--- src/rtl/itmr_pkg.sv ---
package itmr_pkg;

   typedef enum logic [1:0] {
      RS_LIMIT = 2'd0,
      RS_COUNT = 2'd1,
      RS_NOCLR = 2'd2,
      RS_CTRL  = 2'd3
   } reg_sel_e;

   localparam int SYS_LEVEL = 10;
   localparam int CPU_LEVEL = 14;

endpackage

--- src/rtl/itmr_counter.sv ---
module itmr_counter #(
   parameter int LIM_W = 22
) (
   input  logic             clk,
   input  logic             rst_n,
   input  logic             tick,
   input  logic             user_mode,
   input  logic             run,
   input  logic             wr_limit,
   input  logic             wr_noclr,
   input  logic [LIM_W-1:0] wr_val,
   input  logic             ack,
   output logic [LIM_W-1:0] limit_o,
   output logic [LIM_W-1:0] count_o,
   output logic             flag_o
);
   localparam logic [LIM_W-1:0] ONE = LIM_W'(1);

   logic [LIM_W-1:0] lim_q, cnt_q, cnt_nxt;
   logic             flag_q, adv, hit, lim_on;

   assign lim_on = (lim_q != '0);
   assign adv    = tick && (!user_mode || run);

   always_comb begin
      if (!user_mode && lim_on && cnt_q == lim_q) cnt_nxt = ONE;
      else                                         cnt_nxt = cnt_q + ONE;
   end

   assign hit = adv && !user_mode && lim_on && (cnt_nxt == lim_q);

   always_ff @(posedge clk or negedge rst_n) begin
      if (!rst_n) begin
         lim_q  <= '0;
         cnt_q  <= '0;
         flag_q <= 1'b0;
      end else if (wr_limit) begin
         lim_q  <= wr_val;
         cnt_q  <= '0;
         flag_q <= 1'b0;
      end else begin
         if (wr_noclr) lim_q <= wr_val;
         if (adv)      cnt_q <= cnt_nxt;
         if (hit)      flag_q <= 1'b1;
         else if (ack) flag_q <= 1'b0;
      end
   end

   assign limit_o = lim_q;
   assign count_o = cnt_q;
   assign flag_o  = flag_q;
endmodule

--- src/rtl/itmr_rdmux.sv ---
module itmr_rdmux
   import itmr_pkg::*;
#(
   parameter int NUM_CPU = 4,
   parameter int DATA_W  = 32,
   parameter int LIM_W   = 22,
   localparam int NBLK   = NUM_CPU + 1,
   localparam int BLK_W  = $clog2(NBLK),
   localparam int LSB    = DATA_W - LIM_W
) (
   input  logic [BLK_W-1:0]   blk,
   input  reg_sel_e           sel,
   input  logic [LIM_W-1:0]   lim   [NBLK],
   input  logic [LIM_W-1:0]   cnt   [NBLK],
   input  logic [NUM_CPU-1:0] run,
   input  logic [NUM_CPU-1:0] cfg,
   output logic [DATA_W-1:0]  rval
);
   always_comb begin
      rval = '0;
      for (int b = 0; b < NBLK; b++) begin
         if (blk == BLK_W'(b)) begin
            unique case (sel)
               RS_LIMIT, RS_NOCLR: rval = {lim[b], {LSB{1'b0}}};
               RS_COUNT:           rval = {cnt[b], {LSB{1'b0}}};
               RS_CTRL: begin
                  if (b == NUM_CPU) rval = DATA_W'(cfg);
                  else              rval = DATA_W'(run[b]);
               end
            endcase
         end
      end
   end
endmodule

--- src/rtl/itmr_set.sv ---
module itmr_set
   import itmr_pkg::*;
#(
   parameter int NUM_CPU = 4,
   parameter int DATA_W  = 32,
   parameter int LIM_W   = 22,
   localparam int NBLK   = NUM_CPU + 1,
   localparam int BLK_W  = $clog2(NBLK),
   localparam int ADDR_W = BLK_W + 2,
   localparam int LSB    = DATA_W - LIM_W
) (
   input  logic              clk,
   input  logic              rst_n,
   input  logic              tick,
   input  logic              rd_en,
   input  logic              wr_en,
   input  logic [ADDR_W-1:0] addr,
   input  logic [DATA_W-1:0] wdata,
   output logic [DATA_W-1:0] rdata,
   output logic              irq_sys,
   output logic [NUM_CPU-1:0] irq_cpu
);
   if (NUM_CPU < 1) begin : g_bad_cpu
      $error("itmr_set: NUM_CPU must be at least 1");
   end
   if (LIM_W < 2 || LIM_W >= DATA_W) begin : g_bad_lim
      $error("itmr_set: LIM_W must lie in 2..DATA_W-1");
   end
   if (NUM_CPU > LSB) begin : g_bad_cfg
      $error("itmr_set: mode bits must fit below the limit field");
   end

   logic [BLK_W-1:0]   blk;
   reg_sel_e           sel;
   logic [LIM_W-1:0]   lim_q [NBLK];
   logic [LIM_W-1:0]   cnt_q [NBLK];
   logic [NBLK-1:0]    flag;
   logic [NUM_CPU-1:0] cfg_q, run_q;
   logic [DATA_W-1:0]  rval;
   logic [LIM_W-1:0]   glb_cnt;
   logic               wdata_unused;

   assign blk          = addr[ADDR_W-1:2];
   assign sel          = reg_sel_e'(addr[1:0]);
   assign wdata_unused = ^wdata;

   for (genvar g = 0; g < NBLK; g++) begin : g_tmr
      logic hit_blk, mode_u, run_b;
      assign hit_blk = (blk == BLK_W'(g));
      if (g == NUM_CPU) begin : g_sys
         assign mode_u = 1'b0;
         assign run_b  = 1'b1;
      end else begin : g_cpu
         assign mode_u = cfg_q[g];
         assign run_b  = run_q[g];
      end
      itmr_counter #(.LIM_W(LIM_W)) u_cnt (
         .clk       (clk),
         .rst_n     (rst_n),
         .tick      (tick),
         .user_mode (mode_u),
         .run       (run_b),
         .wr_limit  (wr_en && hit_blk && sel == RS_LIMIT),
         .wr_noclr  (wr_en && hit_blk && sel == RS_NOCLR),
         .wr_val    (wdata[DATA_W-1:LSB]),
         .ack       (rd_en && hit_blk && sel == RS_LIMIT),
         .limit_o   (lim_q[g]),
         .count_o   (cnt_q[g]),
         .flag_o    (flag[g])
      );
   end

   always_ff @(posedge clk or negedge rst_n) begin
      if (!rst_n) begin
         cfg_q <= '0;
         run_q <= '0;
      end else if (wr_en && sel == RS_CTRL) begin
         if (blk == BLK_W'(NUM_CPU)) begin
            cfg_q <= wdata[NUM_CPU-1:0];
         end else begin
            for (int c = 0; c < NUM_CPU; c++) begin
               if (blk == BLK_W'(c)) run_q[c] <= wdata[0];
            end
         end
      end
   end

   itmr_rdmux #(.NUM_CPU(NUM_CPU), .DATA_W(DATA_W), .LIM_W(LIM_W)) u_rd (
      .blk  (blk),
      .sel  (sel),
      .lim  (lim_q),
      .cnt  (cnt_q),
      .run  (run_q),
      .cfg  (cfg_q),
      .rval (rval)
   );

   always_ff @(posedge clk or negedge rst_n) begin
      if (!rst_n)     rdata <= '0;
      else if (rd_en) rdata <= rval;
   end

   assign glb_cnt = cnt_q[NUM_CPU];
   assign irq_sys = flag[NUM_CPU];
   assign irq_cpu = flag[NUM_CPU-1:0];
endmodule

--- config.mk ---
export PLATFORM = sky130hd
export DESIGN_NAME = itmr_set
export DESIGN_NICKNAME = d
export VERILOG_FILES = /design/src/rtl/itmr_pkg.sv /design/src/rtl/itmr_counter.sv /design/src/rtl/itmr_rdmux.sv /design/src/rtl/itmr_set.sv
export SDC_FILE = /design/constraint.sdc
export NUM_CORES = 1
export LEC_CHECK = 0
export ABC_AREA = 1
export BUFFER_PORTS_ARGS = -buffer_cell sky130_fd_sc_hd__buf_2
export CAP_MARGIN = 20
export CELL_PAD_IN_SITES_DETAIL_PLACEMENT = 1
export CELL_PAD_IN_SITES_GLOBAL_PLACEMENT = 1
export CORE_MARGIN = 2
export CORE_UTILIZATION = 40
export DETAILED_ROUTE_END_ITERATION = 7
export GPL_TIMING_DRIVEN = 1
export PLACE_DENSITY = 0.72
export SKIP_LAST_GASP = 1
export SYNTH_ARGS = -nofsm -noshare
export SYNTH_HDL_FRONTEND = slang
export SYNTH_SLANG_ARGS = --single-unit
--- constraint.sdc ---
create_clock -name clk -period 3.2 [get_ports clk]
set_input_delay 0.48 -clock clk [delete_from_list [all_inputs] [get_ports clk]]
set_output_delay 0.48 -clock clk [all_outputs]
set_load 0.005 [all_outputs]
== Word-level counts from Yosys, hierarchy flattened ==
Cells that the tools add are included.
Word-level totals
  input port bits: 42
  output and inout bits: 37
  bits in registers: 265
Operators by class
  mux-type cells: 50
  $add $sub $neg: 5
  eq/ne operators: 17
  bitwise logic cells: 1
  reductions and logical operators: 89
Operators with widths (count)
  $mux W22: 25
  $pmux W32 S3: 5
  $eq A22 B22 Y1: 10
  $mux W32: 5
  $add A22 B1 Y22 const B: 5
  $reduce_bool A22 Y1: 5
  $logic_and A1 B1 Y1: 53
  $reduce_bool A2 Y1: 10
  $mux W1: 15
  $reduce_bool A3 Y1: 5
  $reduce_and A3 Y1: 4
  $eq A3 B2 Y1 const B: 2
  $eq A2 B2 Y1 const B: 2
  $logic_not A1 Y1: 4
  $logic_or A1 B1 Y1: 4
  $eq A3 B1 Y1 const B: 1
  $eq A3 B3 Y1 const B: 1
  $logic_not A3 Y1: 1
  $eq A2 B1 Y1 const B: 1
  $logic_not A2 Y1: 1
  $reduce_and A2 Y1: 1
  $reduce_or A2 Y1: 1
  $not A1 Y1: 1

== Depth between registers and ports, before layout ==
Gate-level depths: netlist of run 1.
  depth in word-level cells: 8
  mapped depth: 20

== Cells and area by module ==
From an unflattened synthesis of run 1, not the netlist that was laid out.
Second synthesis, totals
  cells, all modules: 2986
  area, all modules: 19555.0 um^2
Modules (own cells, without submodules)
  itmr_counter: area each 3059.2 um^2, cells each 455, times used 5
  itmr_rdmux: area each 2444.8 um^2, cells each 568, times used 1
  itmr_set: area each 1814.2 um^2, cells each 143, times used 1

== Worst setup path after synthesis of run 1 ==
OpenSTA, ideal clock, no wires.
  path type: input to register
  start point: input port addr[0]
  end point: register g_tmr[4].u_cnt.cnt_q[0]
  slack: 1.174 ns
  library setup time: 0.141 ns
  data arrival time: 1.885 ns
  data required time: 3.059 ns
  cell stages on the path: 8
  path through: buf_2 nor2_1 inv_1 nor2_1 inv_1 o21ai_0 clkbuf_1 o22ai_1
On the way
  cells in the longest elaborated chain, start to end: 3
  elaborated cells between the ends (all ways): 4
Ends and longest elaborated chain
  start, declared: line itmr_set.sv:17  | input logic [ADDR_W-1:0] addr,
  $logic_not A2 Y1 (*): line itmr_set.sv:63  | .wr_limit (wr_en && hit_blk && sel == RS_LIMIT),
  $logic_and A1 B1 Y1 (*): line itmr_set.sv:63
  $mux W22 or $reduce_bool A2 Y1 (tied branches)
  end signal, assigned: line itmr_counter.sv:43  | if (adv) cnt_q <= cnt_nxt;
  end, declared: line itmr_counter.sv:19  | logic [LIM_W-1:0] lim_q, cnt_q, cnt_nxt;
Every way passes the cells marked *; elsewhere a longest branch is shown, timed or not.
A chain may end at the register's enable or synchronous reset.

== Worst setup path in the final report of run 1 ==
  start point: register g_tmr[3].u_cnt.cnt_q[0]
  end point: register g_tmr[3].u_cnt.flag_q
On the way
  cells in the longest elaborated chain, start to end: 7
  elaborated cells between the ends (all ways): 9
Ends and longest elaborated chain
  start, declared: line itmr_counter.sv:19
  start signal, assigned: line itmr_counter.sv:43
  parallel branches: the longest is 2 deep, another holds $add A22 B1 Y22
  $mux W22 (*): line itmr_counter.sv:26  | if (!user_mode && lim_on && cnt_q == lim_q) cnt_nxt = ONE;
  $eq A22 B22 Y1 (*): line itmr_counter.sv:30  | assign hit = adv && !user_mode && lim_on && (cnt_nxt == lim_q);
  $logic_and A1 B1 Y1 (*): line itmr_counter.sv:30
  $mux W1: line itmr_counter.sv:44  | if (hit) flag_q <= 1'b1;
  $mux W1: line itmr_counter.sv:37  | end else if (wr_limit) begin
  end signal, assigned: line itmr_counter.sv:36  | flag_q <= 1'b0;
  end signal, assigned: line itmr_counter.sv:44
  end signal, assigned: line itmr_counter.sv:45  | else if (ack) flag_q <= 1'b0;
  end, declared: line itmr_counter.sv:20  | logic flag_q, adv, hit, lim_on;
Mark *: on every way between the ends.

==> flow_summary_export.csv, run 1 <==
group,metric,value,unit
worst_hold_path,holdCritPathClass,"primary input to flip-flop",
power,powerDensity,775,nW/um2
layout,drive_gt1_frac,0.0898,
synth,synth_area_per_cell,6.69,um2
timing,setup_viol,0,
timing,hold_violations,0,
detailed_routing,routedWlPerCell,23.4,um
power,leakagePower,0.00956,uW
floorplan,die_area,47000,um2
synth,ys_seq_area_frac,0.358,
placement,placedCellCount,3289,
global_routing,grt_pass1_vias,19600,
clock_network,cts_tree,"done",
placement,hpwl,57600,um
timing,finClkSkew,0.0162,ns
critical_path,end_kind,"flip-flop",
detailed_routing,drtAntennaViolNets,0,
timing,finalMaxSlewViolations,0,
critical_path,worstSetupPathType,"flip-flop to flip-flop",
critical_path,r2r_slack,0.45,ns
critical_path,rr_endpoint,"g_tmr[3].u_cnt.flag_o",
critical_path,arrival,3.25,ns
clock_network,worstSkewPairLatency,0.57,ns
clock_network,clock_path_buffers,3,
timing,worst_slew_pin_slew,0.876,ns
clock_network,cts_resized,0,
critical_path,r2r-start,"g_tmr[3].u_cnt.count_o[0]",
synth,synth_cells,2705,
critical_path,crit_end,"g_tmr[3].u_cnt.flag_o",
timing,whs,0.168,ns
detailed_routing,routed_wl,78600,um
detailed_routing,dr_total_vias,19100,
status,status,"finished clean",
timing,slew_headroom,0.415,
clock_network,clock-sinks,259,
floorplan,core_area,44400,um2
floorplan,row_count,77,
timing,rsz0062_at_grt,"no",
global_routing,track_usage,0.335,
worst_hold_path,hold_depth,3,
clock_network,path_clk_slew,0.06,ns
critical_path,reg2reg_depth,18,
synth,synth_warnings,0,
critical_path,crit_start,"g_tmr[3].u_cnt.count_o[0]",
synth,synthArstFlopShare,1.00,
timing,fin_setup_tns,0,ns
clock_network,cts-root-buf,"clkbuf_16",
clock_network,numCtsBuffers,36,
timing,min_period_over_period,0.858,
clock_network,h-tree-depth,2,
critical_path,startpoint_type,"flip-flop",
timing,fmax,364,MHz
layout,n_antenna_cell,0,
floorplan,die_h,217,um
critical_path,required,3.70,ns
floorplan,ios,79,
layout,nets,2783,
synth,ys_ff_latch,259,
detailed_routing,route.detailed.drc,0,
global_routing,grt_pass1_wl,119000,um
run,cap_violations,0,
synth,synth.distinct_cells,50,
synth,synth_edf_count,0,
global_routing,overflow,0,
detailed_routing,drt-pass1-iter-count,5,
synth,synth_flop_cell,"dfrtp_1",
synth,syn_area,18100,um2
power,ir_drop,377,uV
placement,routabilityCongestion,0.963,
timing,min_period,2.75,ns
global_routing,grt_start_max_net_pins,77,
placement,port_buffers,66,
layout,fin_cells,3355,
floorplan,die_w,217,um
global_routing,antenna_found_initial,1,
detailed_routing,drt_iter0_drc,1708,
layout,area_growth,11.9,%
detailed_routing,drt-vias-per-instance,5.68,
critical_path,path_max_fanout,6,
worst_hold_path,min_from,"wdata[1]",
floorplan,start_util,0.408,
worst min-delay path by stage:
stage | to | slack, ns
after floorplan | cfg_q[0] | 0.18
after global placement | g_tmr[4].u_cnt.count_o[19] | 0.46
after detailed placement | g_tmr[4].u_cnt.limit_o[18] | 0.46
after CTS | cfg_q[1] | 0.15
after global routing | cfg_q[1] | 0.19
final | cfg_q[1] | 0.17
cells in the mapped netlist (3+ instances only):
cell	instances	area share
nor2_2	15	0.0052
xor2_1	91	0.044
inv_2	29	0.0060
o21ai_1	10	0.0028
a31oi_1	6	0.0021
buf_2	23	0.0064
nor2_1	249	0.052
a221oi_1	17	0.0082
o22ai_1	207	0.072
nand3_1	186	0.051
a21oi_1	47	0.013
buf_1	5	0.0010
o21ai_0	139	0.038
clkbuf_1	61	0.013
nand2_2	12	0.0041
buf_6	12	0.0075
xnor2_1	42	0.020
buf_4	10	0.0041
clkinv_1	10	0.0021
nand3_2	8	0.0044
dfrtp_1	259	0.36
nor3_1	22	0.0061
nand4_1	39	0.013
inv_1	317	0.066
ha_1	5	0.0035
nor2_4	7	0.0044
a211oi_1	6	0.0025
nand2_1	836	0.17
or2_2	3	0.0010
nor3_2	5	0.0028
routing by layer:
| layer | global-route usage | routed length, um |
|---|---|---|
| met1 | 0.453 | 34400 |
| met2 | 0.522 | 34900 |
| met3 | 0.0538 | 5000 |
| met4 | 0.168 | 4270 |
| met5 | 0 | 17 |
layout by cell type, fill, tap and decap left out, types with 4 or more instances in the layout:
cell type  netlist  layout
a211oi_1         6       6
a21oi_1         47      47
a221oi_1        17      17
a31oi_1          6       6
buf_12           0       7
buf_2           23      64
buf_4           10      28
bufinv_16        0       4
clkbuf_1        61       6
clkbuf_16        0      37
clkbuf_8         0      11
clkinv_1        10      10
clkinv_2         0       5
conb_1           1       6
dfrtp_1        259     259
ha_1             5       5
inv_1          317     316
inv_2           29      29
nand2_1        836     836
nand2_2         12      12
nand3_1        186     186
nand3_2          8       8
nand4_1         39      39
nor2_1         249     246
nor2_2          15      18
nor2_4           7       7
nor3_1          22      22
nor3_2           5       4
o21ai_0        139     137
o21ai_1         10      12
o22ai_1        207     207
xnor2_1         42      42
xor2_1          91      91
critical path: stages (launching register included):
cell and delay, ns:
dfrtp_1 0.45, ha_1 0.21, nand2_1 0.08, inv_1 0.09, nand4_1 0.24, nor2_2 0.32
nand2_2 0.13, xor2_1 0.16, inv_1 0.07, nand2_1 0.07, nand2_1 0.07, nand2_1 0.07
nor2_1 0.19, nand2_1 0.08, nor2_1 0.09, nand2_1 0.06, nor2_1 0.16, nor2_1 0.07
nor2_1 0.09
through the flow:
| step | instance area, um2 | util | worst slack (ns) | total power (uW) |
|---|---|---|---|---|
| global route | 20300 | 0.456 | 0.184 | 16700 |
| global placement | 19000 | 0.427 | 0.542 | 11000 |
| floorplan | 18100 | - | 1.17 | 9180 |
| detailed placement | 19000 | 0.427 | 0.447 | 11200 |
| CTS | 20300 | 0.456 | 0.417 | 15700 |
| finish | 20300 | 0.456 | 0.453 | 15700 |
state kept, by name (all words and copies together) (netlist names):
register / count
cfg_q: 4
g_tmr.u_cnt.limit_o: 110
g_tmr.u_cnt.count_o: 110
run_q: 4
rdata: 26
g_tmr.u_cnt.flag_o: 5
cell type report:
class	instances	area [um2]
Clock buffer	54	1100
Sequential cell	259	6480
Inverter	356	1340
Multi-Input combinational cell	1982	9740
Timing Repair Buffer	101	696
Tap cell	592	741
Clock inverter	11	165
Fill cell	5835	24200
cells by family (layout without fill, tap and decap cells):
| family | count (synthesis) | after routing | synth area share |
|---|---|---|---|
| AND/OR/NAND/NOR | 1396 | 1396 | 0.325 |
| buffers and inverters | 469 | 522 | 0.106 |
| AO/OA/AOI/OAI | 442 | 442 | 0.143 |
| flip-flops | 259 | 259 | 0.358 |
| XOR/XNOR | 133 | 133 | 0.0643 |
| adder cells (fa/ha/maj) | 5 | 5 | 0.00345 |
| other | 1 | 6 | 0.000207 |
timing repair:
item                      in CTS  in global routing
hold endpoints to repair      59                  0
hold buffers                   1                  0
setup buffers                  0                  0
report_power, final:
group	internal (uW)	switching, uW
Combinational	2050	3970
Clock	2700	1660
Sequential	4150	1180
Note: power is estimated with default switching activity, not from simulation.
==> run 2: changes to the inputs <==
--- a/config.mk
+++ b/config.mk
@@ -5,7 +5,6 @@
 export SDC_FILE = /design/constraint.sdc
 export NUM_CORES = 1
 export LEC_CHECK = 0
-export ABC_AREA = 1
 export BUFFER_PORTS_ARGS = -buffer_cell sky130_fd_sc_hd__buf_2
 export CAP_MARGIN = 20
 export CELL_PAD_IN_SITES_DETAIL_PLACEMENT = 1
@@ -14,7 +13,7 @@
 export CORE_UTILIZATION = 40
 export DETAILED_ROUTE_END_ITERATION = 7
 export GPL_TIMING_DRIVEN = 1
-export PLACE_DENSITY = 0.72
+export PLACE_DENSITY = 0.68
 export SKIP_LAST_GASP = 1
 export SYNTH_ARGS = -nofsm -noshare
 export SYNTH_HDL_FRONTEND = slang
==> run 2 against run 1 <==
Against the previous run: synthesized cell count shrank 13%; register-to-register slack lost 0.37 ns; clock skew grew 0.010 ns; combinational power shrank 31%; first-iteration DRC count shrank 0.70%; largest power group is now registers; flip-flop and latch count is the same; cell area grew 15%; via count grew 1.9%; largest cell class unchanged; sequential share of layout area shrank 4.1 points; wire length grew 8.0%; critical endpoint unchanged; highest routed layer unchanged; utilization grew 1.8 points.
==> flow_summary_export.csv, run 2 <==
group,metric,value,unit
timing,slew_headroom,0.289,
synth,post-synth-top-count-cell,"dfrtp_1",
critical_path,rr_endpoint,"g_tmr[3].u_cnt.flag_o",
placement,port_buffers,66,
global_routing,grt_util_met1,0.441,
layout,final_cell_mix,"dfrtp_1 (259), buf_4 (194), o21ai_0 (181), nor2_1 (168), nand2_1 (139)",
clock_network,h-tree-depth,2,
detailed_routing,drt-vias-per-instance,6.19,
floorplan,core_area,49100,um2
placement,pre_cts_slack,0.0822,ns
detailed_routing,routedWlPerCell,27.0,um
worst_hold_path,holdCritPathClass,"primary input to flip-flop",
clock_network,cts-root-buf,"clkbuf_16",
critical_path,end_kind,"flip-flop",
synth,ys_seq_area_frac,0.325,
global_routing,track_usage,0.329,
synth,synth_flop_cell,"dfrtp_1",
worst_hold_path,hold_end,"cfg_q[3]",
status,status,"finished clean",
floorplan,start_util,0.407,
floorplan,die_w,227,um
floorplan,die_area,51700,um2
power,ir_drop,373,uV
layout,n_antenna_cell,0,
critical_path,cp_slowest_cell,"nor4_1",
power,leakagePower,0.00956,uW
timing,hold_violations,0,
critical_path,r2r_slack,0.08,ns
synth,synth.area.top_cells,"dfrtp_1 (33%), mux2_2 (6.3%), xnor2_1 (5.1%)",
clock_network,path_clk_slew,0.06,ns
timing,fin_setup_tns,0,ns
global_routing,met2_usage,0.529,
synth,yosys.area.top_type_share,0.325,
detailed_routing,dr_total_vias,19400,
critical_path,arrival,3.58,ns
floorplan,die_h,227,um
synth,syn_area,19900,um2
clock_network,numCtsBuffers,36,
clock_network,cts_tree,"done",
synth,synth.distinct_cells,86,
critical_path,required,3.66,ns
layout,area_growth,16.5,%
worst_hold_path,hold_depth,3,
timing,finClkSkew,0.0264,ns
critical_path,reg2reg_depth,10,
floorplan,ios,79,
detailed_routing,drtAntennaViolNets,0,
global_routing,grt_start_max_net_pins,86,
global_routing,grt_pass1_wl,127000,um
placement,routabilityCongestion,0.991,
global_routing,grt.busiest_layer,"met2",
detailed_routing,route.detailed.drc,0,
critical_path,slowest_delay,0.50,ns
timing,finalMaxSlewViolations,0,
critical_path,worstSetupPathType,"flip-flop to flip-flop",
timing,setup_viol,0,
detailed_routing,drt-pass1-iter-count,5,
timing,worst_slew_pin_slew,1.06,ns
global_routing,antenna_found_initial,4,
timing,timing.final.ws_setup,0.0796,ns
clock_network,worstSkewPairLatency,0.57,ns
layout,layout_commonest_cell,"dfrtp_1",
synth,synth_cells,2353,
placement,hpwl,62800,um
layout,drive_gt1_frac,0.199,
global_routing,overflow,0,
clock_network,clock_path_buffers,3,
floorplan,row_count,81,
critical_path,path_max_fanout,14,
synth,synth_warnings,0,
critical_path,startpoint_type,"flip-flop",
synth,ys_ff_latch,259,
timing,min_period_over_period,0.975,
detailed_routing,routed_wl,84900,um
critical_path,r2r-start,"g_tmr[3].u_cnt.count_o[1]",
synth,synth_area_per_cell,8.47,um2
placement,placedCellCount,3071,
layout,fin_cells,3138,
run,cap_violations,0,
synth,synth_top_area_cell,"dfrtp_1",
layout,nets,2495,
synth,ys_top_cells_by_count,"dfrtp_1 (259), o21ai_0 (183), nor2_1 (168)",
synth,synthArstFlopShare,1.00,
global_routing,use_met3,0.0507,
worst_hold_path,min_from,"wdata[3]",
timing,min_period,3.12,ns
power,powerDensity,582,nW/um2
clock_network,clock-sinks,259,
timing,fmax,320,MHz
detailed_routing,drt_iter0_drc,1696,
critical_path,path_cells,"buf_4 > xnor2_1 > nand4_1 > nor4_1 > and3_2 > buf_4 > a21oi_1 > o32ai_1 > nand4_1 > o31ai_2",
global_routing,grt_pass1_vias,19700,
synth,synth_edf_count,0,
[run 2: worst max-delay path, delay by kind of cell (launching register included)]
family	cells	cell delay, ns
AO/OA/AOI/OAI	3	0.60
XOR/XNOR	1	0.20
buffers and inverters	2	0.46
flip-flops	1	0.40
AND/OR/NAND/NOR	4	1.35
[run 2: layer usage]
metal | share of wire | vias up
met4 | 0.045 | 2
met5 | 0.00012 | -
met3 | 0.066 | 178
met2 | 0.46 | 737
met1 | 0.43 | 9890
li1 | - | 8610
[run 2: final cells by class]
type                    count  area [um2]
fillers                  5775       25800
multi-input cells        1823       12400
flip-flops and latches    259        6480
repair buffers            270        2000
clock buffers              47        1020
well taps                 664         831
clock inverters            17         318
inverters                  58         218
[run 2: metrics by stage]
stage | hold slack (ns) | utilization | power, uW | instance area, um2
floorplan | 0.184 | - | 7020 | 20000
global placement | 0.463 | 0.445 | 8620 | 21800
detailed placement | 0.484 | 0.445 | 8750 | 21800
CTS | 0.177 | 0.473 | 13500 | 23200
global route | 0.208 | 0.474 | 14000 | 23200
finish | 0.198 | 0.474 | 13500 | 23200
[run 2: report_power, final]
group,switching (uW),internal [uW]
clock network,1700,2980
registers,937,3770
logic,2350,1790
[run 2: cell families after synthesis]
kind of cell	count (synthesis)	share of synthesized area
DFF	259	0.325
muxes	183	0.0995
and+or+nand+nor	873	0.247
adders and majority gates	5	0.00314
other	1	0.000188
AOI/OAI and AO/OA	521	0.161
xor gates and xnor gates	235	0.106
buffers and inverters	276	0.0582
[run 2: worst max-delay path by stage]
stage / startpoint / end / slack (ns) / depth (start not counted)
finish: g_tmr[3].u_cnt.count_o[1] / g_tmr[3].u_cnt.flag_o / 0.08 / 10
global route: g_tmr[3].u_cnt.count_o[1] / g_tmr[3].u_cnt.flag_o / -0.009 / 9
CTS: g_tmr[0].u_cnt.count_o[1] / g_tmr[0].u_cnt.flag_o / 0.05 / 10
detailed placement: g_tmr[0].u_cnt.count_o[1] / g_tmr[0].u_cnt.flag_o / 0.08 / 10
global placement: g_tmr[0].u_cnt.count_o[1] / g_tmr[0].u_cnt.flag_o / 0.13 / 10
floorplan: g_tmr[3].u_cnt.count_o[1] / g_tmr[3].u_cnt.flag_o / 0.39 / 9
[run 2: timing repair]
| action | CTS | global route |
|---|---|---|
| endpoints found under the hold margin | 72 | 0 |
| gates resized for setup | 0 | 9 |
| buffers inserted | 0 | 2 |
| hold buffers | 1 | 0 |
| endpoints found under the setup margin | 0 | 4 |
==> run 3: changes to the inputs <==
--- a/config.mk
+++ b/config.mk
@@ -7,7 +7,7 @@
 export LEC_CHECK = 0
 export BUFFER_PORTS_ARGS = -buffer_cell sky130_fd_sc_hd__buf_2
 export CAP_MARGIN = 20
-export CELL_PAD_IN_SITES_DETAIL_PLACEMENT = 1
+export CELL_PAD_IN_SITES_DETAIL_PLACEMENT = 0
 export CELL_PAD_IN_SITES_GLOBAL_PLACEMENT = 1
 export CORE_MARGIN = 2
 export CORE_UTILIZATION = 40
==> run 3 against run 2 <==
Against the previous run: cell area decreased by 0.75%; via count shrank 1.9%; clock power is 9.8% lower; critical endpoint is now g_tmr[0].u_cnt.flag_o.
==> flow_summary_export.csv, run 3 (synthesis results as in run 2) <==
group,metric,value,unit
worst_hold_path,holdCritPathClass,"primary input to flip-flop",
timing,fmax,327,MHz
detailed_routing,drt-pass1-iter-count,5,
detailed_routing,drt_iter0_drc,1775,
run,cap_violations,0,
detailed_routing,routedWlPerCell,25.6,um
floorplan,ios,79,
critical_path,path_cells,"ha_1 > nand2_2 > buf_4 > nor3_2 > xnor2_1 > mux2_2 > o32ai_1 > o2111ai_1 > or4_1 > o31ai_2",
critical_path,arrival,3.54,ns
critical_path,path_max_fanout,7,
floorplan,row_count,81,
critical_path,cp_slowest_cell,"or4_1",
global_routing,grt_pass1_wl,119000,um
detailed_routing,routed_wl,80200,um
clock_network,path_clk_slew,0.06,ns
power,powerDensity,562,nW/um2
power,leakagePower,0.00947,uW
timing,worst_slew_pin_slew,1.02,ns
placement,hpwl,59100,um
clock_network,postCtsSetupBuffers,0,
detailed_routing,dr_total_vias,19100,
timing,hold_violations,0,
clock_network,worstSkewPairLatency,0.57,ns
global_routing,grt_start_max_net_pins,86,
timing,finalMaxSlewViolations,0,
clock_network,clock-sinks,259,
timing,finClkSkew,0.0255,ns
placement,port_buffers,66,
clock_network,cts-root-buf,"clkbuf_16",
global_routing,grt_pass1_vias,17900,
floorplan,die_w,227,um
layout,nFillCells,4885,
critical_path,slowest_delay,0.51,ns
layout,final_core_util,0.470,
global_routing,track_usage,0.310,
global_routing,antenna_found_initial,5,
placement,placedCellCount,3071,
floorplan,die_area,51700,um2
detailed_routing,drtAntennaViolNets,0,
clock_network,clock_path_buffers,3,
placement,routabilityCongestion,0.991,
timing,min_period,3.06,ns
layout,layout_commonest_cell,"dfrtp_1",
critical_path,required,3.68,ns
layout,fin_cells,3133,
clock_network,cts_tree,"done",
clock_network,numCtsBuffers,35,
critical_path,worstSetupPathType,"flip-flop to flip-flop",
timing,setup_viol,0,
layout,drive_gt1_frac,0.195,
power,ir_drop,432,uV
layout,final_cell_mix,"dfrtp_1 (258), buf_4 (192), o21ai_0 (181), nor2_1 (168), nand2_1 (139)",
critical_path,startpoint_type,"flip-flop",
clock_network,h-tree-depth,2,
critical_path,end_kind,"flip-flop",
global_routing,overflow,0,
floorplan,start_util,0.407,
floorplan,core_area,49100,um2
timing,fin_setup_tns,0,ns
detailed_routing,drt-vias-per-instance,6.08,
layout,area_growth,15.6,%
floorplan,die_h,227,um
detailed_routing,route.detailed.drc,0,
timing,slew_headroom,0.315,
timing,rsz0062_at_grt,"yes",
status,status,"finished clean",
timing,min_period_over_period,0.956,
layout,nets,2492,
## run 3: changes by cell type in the layout (fill, tap and decap cells not counted), sizes merged
cell / previous run / this run
bufinv: 9 / 4
diode: 0 / 1
clkinvlp: 3 / 1
clkbuf: 47 / 50
buf: 269 / 267
## run 3: layer usage
layer,track usage,wire length [um],share of wire,vias to the layer above
met5,0,12,0.00015,-
met4,0.117,2990,0.037,2
met3,0.0430,5550,0.069,149
met2,0.488,36600,0.46,759
met1,0.433,35000,0.44,9527
li1,-,-,-,8620
## run 3: report_power, final
group / internal (uW) / total [uW] / switching (uW)
Clock: 2580 / 4220 / 1640
Sequential: 3770 / 4680 / 913
Combinational: 1790 / 4060 / 2270
## run 3: final cells by class
type | count | area, um2 | share of cell area
flip-flops and latches | 259 | 6480 | 0.281
clock inverters | 10 | 153 | 0.00662
well taps | 664 | 831 | 0.0360
diodes | 1 | 2.50 | 0.000109
inverters | 58 | 218 | 0.00944
repair buffers | 268 | 1980 | 0.0861
multi-input cells | 1823 | 12300 | 0.535
clock buffers | 50 | 1040 | 0.0453
## run 3: final timing paths
check | start | endpoint | slack [ns] | cells after the start
worst max-delay path | g_tmr[0].u_cnt.count_o[1] | g_tmr[0].u_cnt.flag_o | 0.14 | 10
worst min-delay path | wdata[3] | cfg_q[3] | 0.16 | 3
worst max register to register | g_tmr[0].u_cnt.count_o[1] | g_tmr[0].u_cnt.flag_o | 0.14 | 10
worst min register to register | rdata[30] | rdata[30] | 0.47 | 1
max in group asynchronous | rst_n | g_tmr[4].u_cnt.limit_o[19] | 1.76 | 3
min in group asynchronous | rst_n | g_tmr[2].u_cnt.count_o[8] | 0.51 | 2
## run 3: worst max-delay path, delay by kind of cell, from the launching register on
family | cells | cell delay [ns]
and+or+nand+nor | 3 | 0.89
AOI/OAI and AO/OA | 3 | 0.61
DFF | 1 | 0.44
muxes | 1 | 0.36
adders and majority gates | 1 | 0.30
buffers and inverters | 1 | 0.20
xor gates and xnor gates | 1 | 0.18
## run 3: per-stage QoR
step / instance area [um2] / total power, uW / hold WS (ns) / setup WS [ns]
after global placement: 21800 / 8620 / 0.463 / 0.130
after global routing: 23100 / 13500 / 0.196 / -0.0235
final: 23100 / 13000 / 0.164 / 0.140
after floorplan: 20000 / 7020 / 0.184 / 0.387
after detailed placement: 21800 / 8670 / 0.462 / 0.119
after CTS: 23000 / 12900 / 0.149 / 0.0913
## run 3: what timing repair did
item	4_1_cts	5_1_grt
hold endpoints to repair	72	0
hold buffers	1	0
gates resized for setup	0	7
setup endpoints to repair	0	4
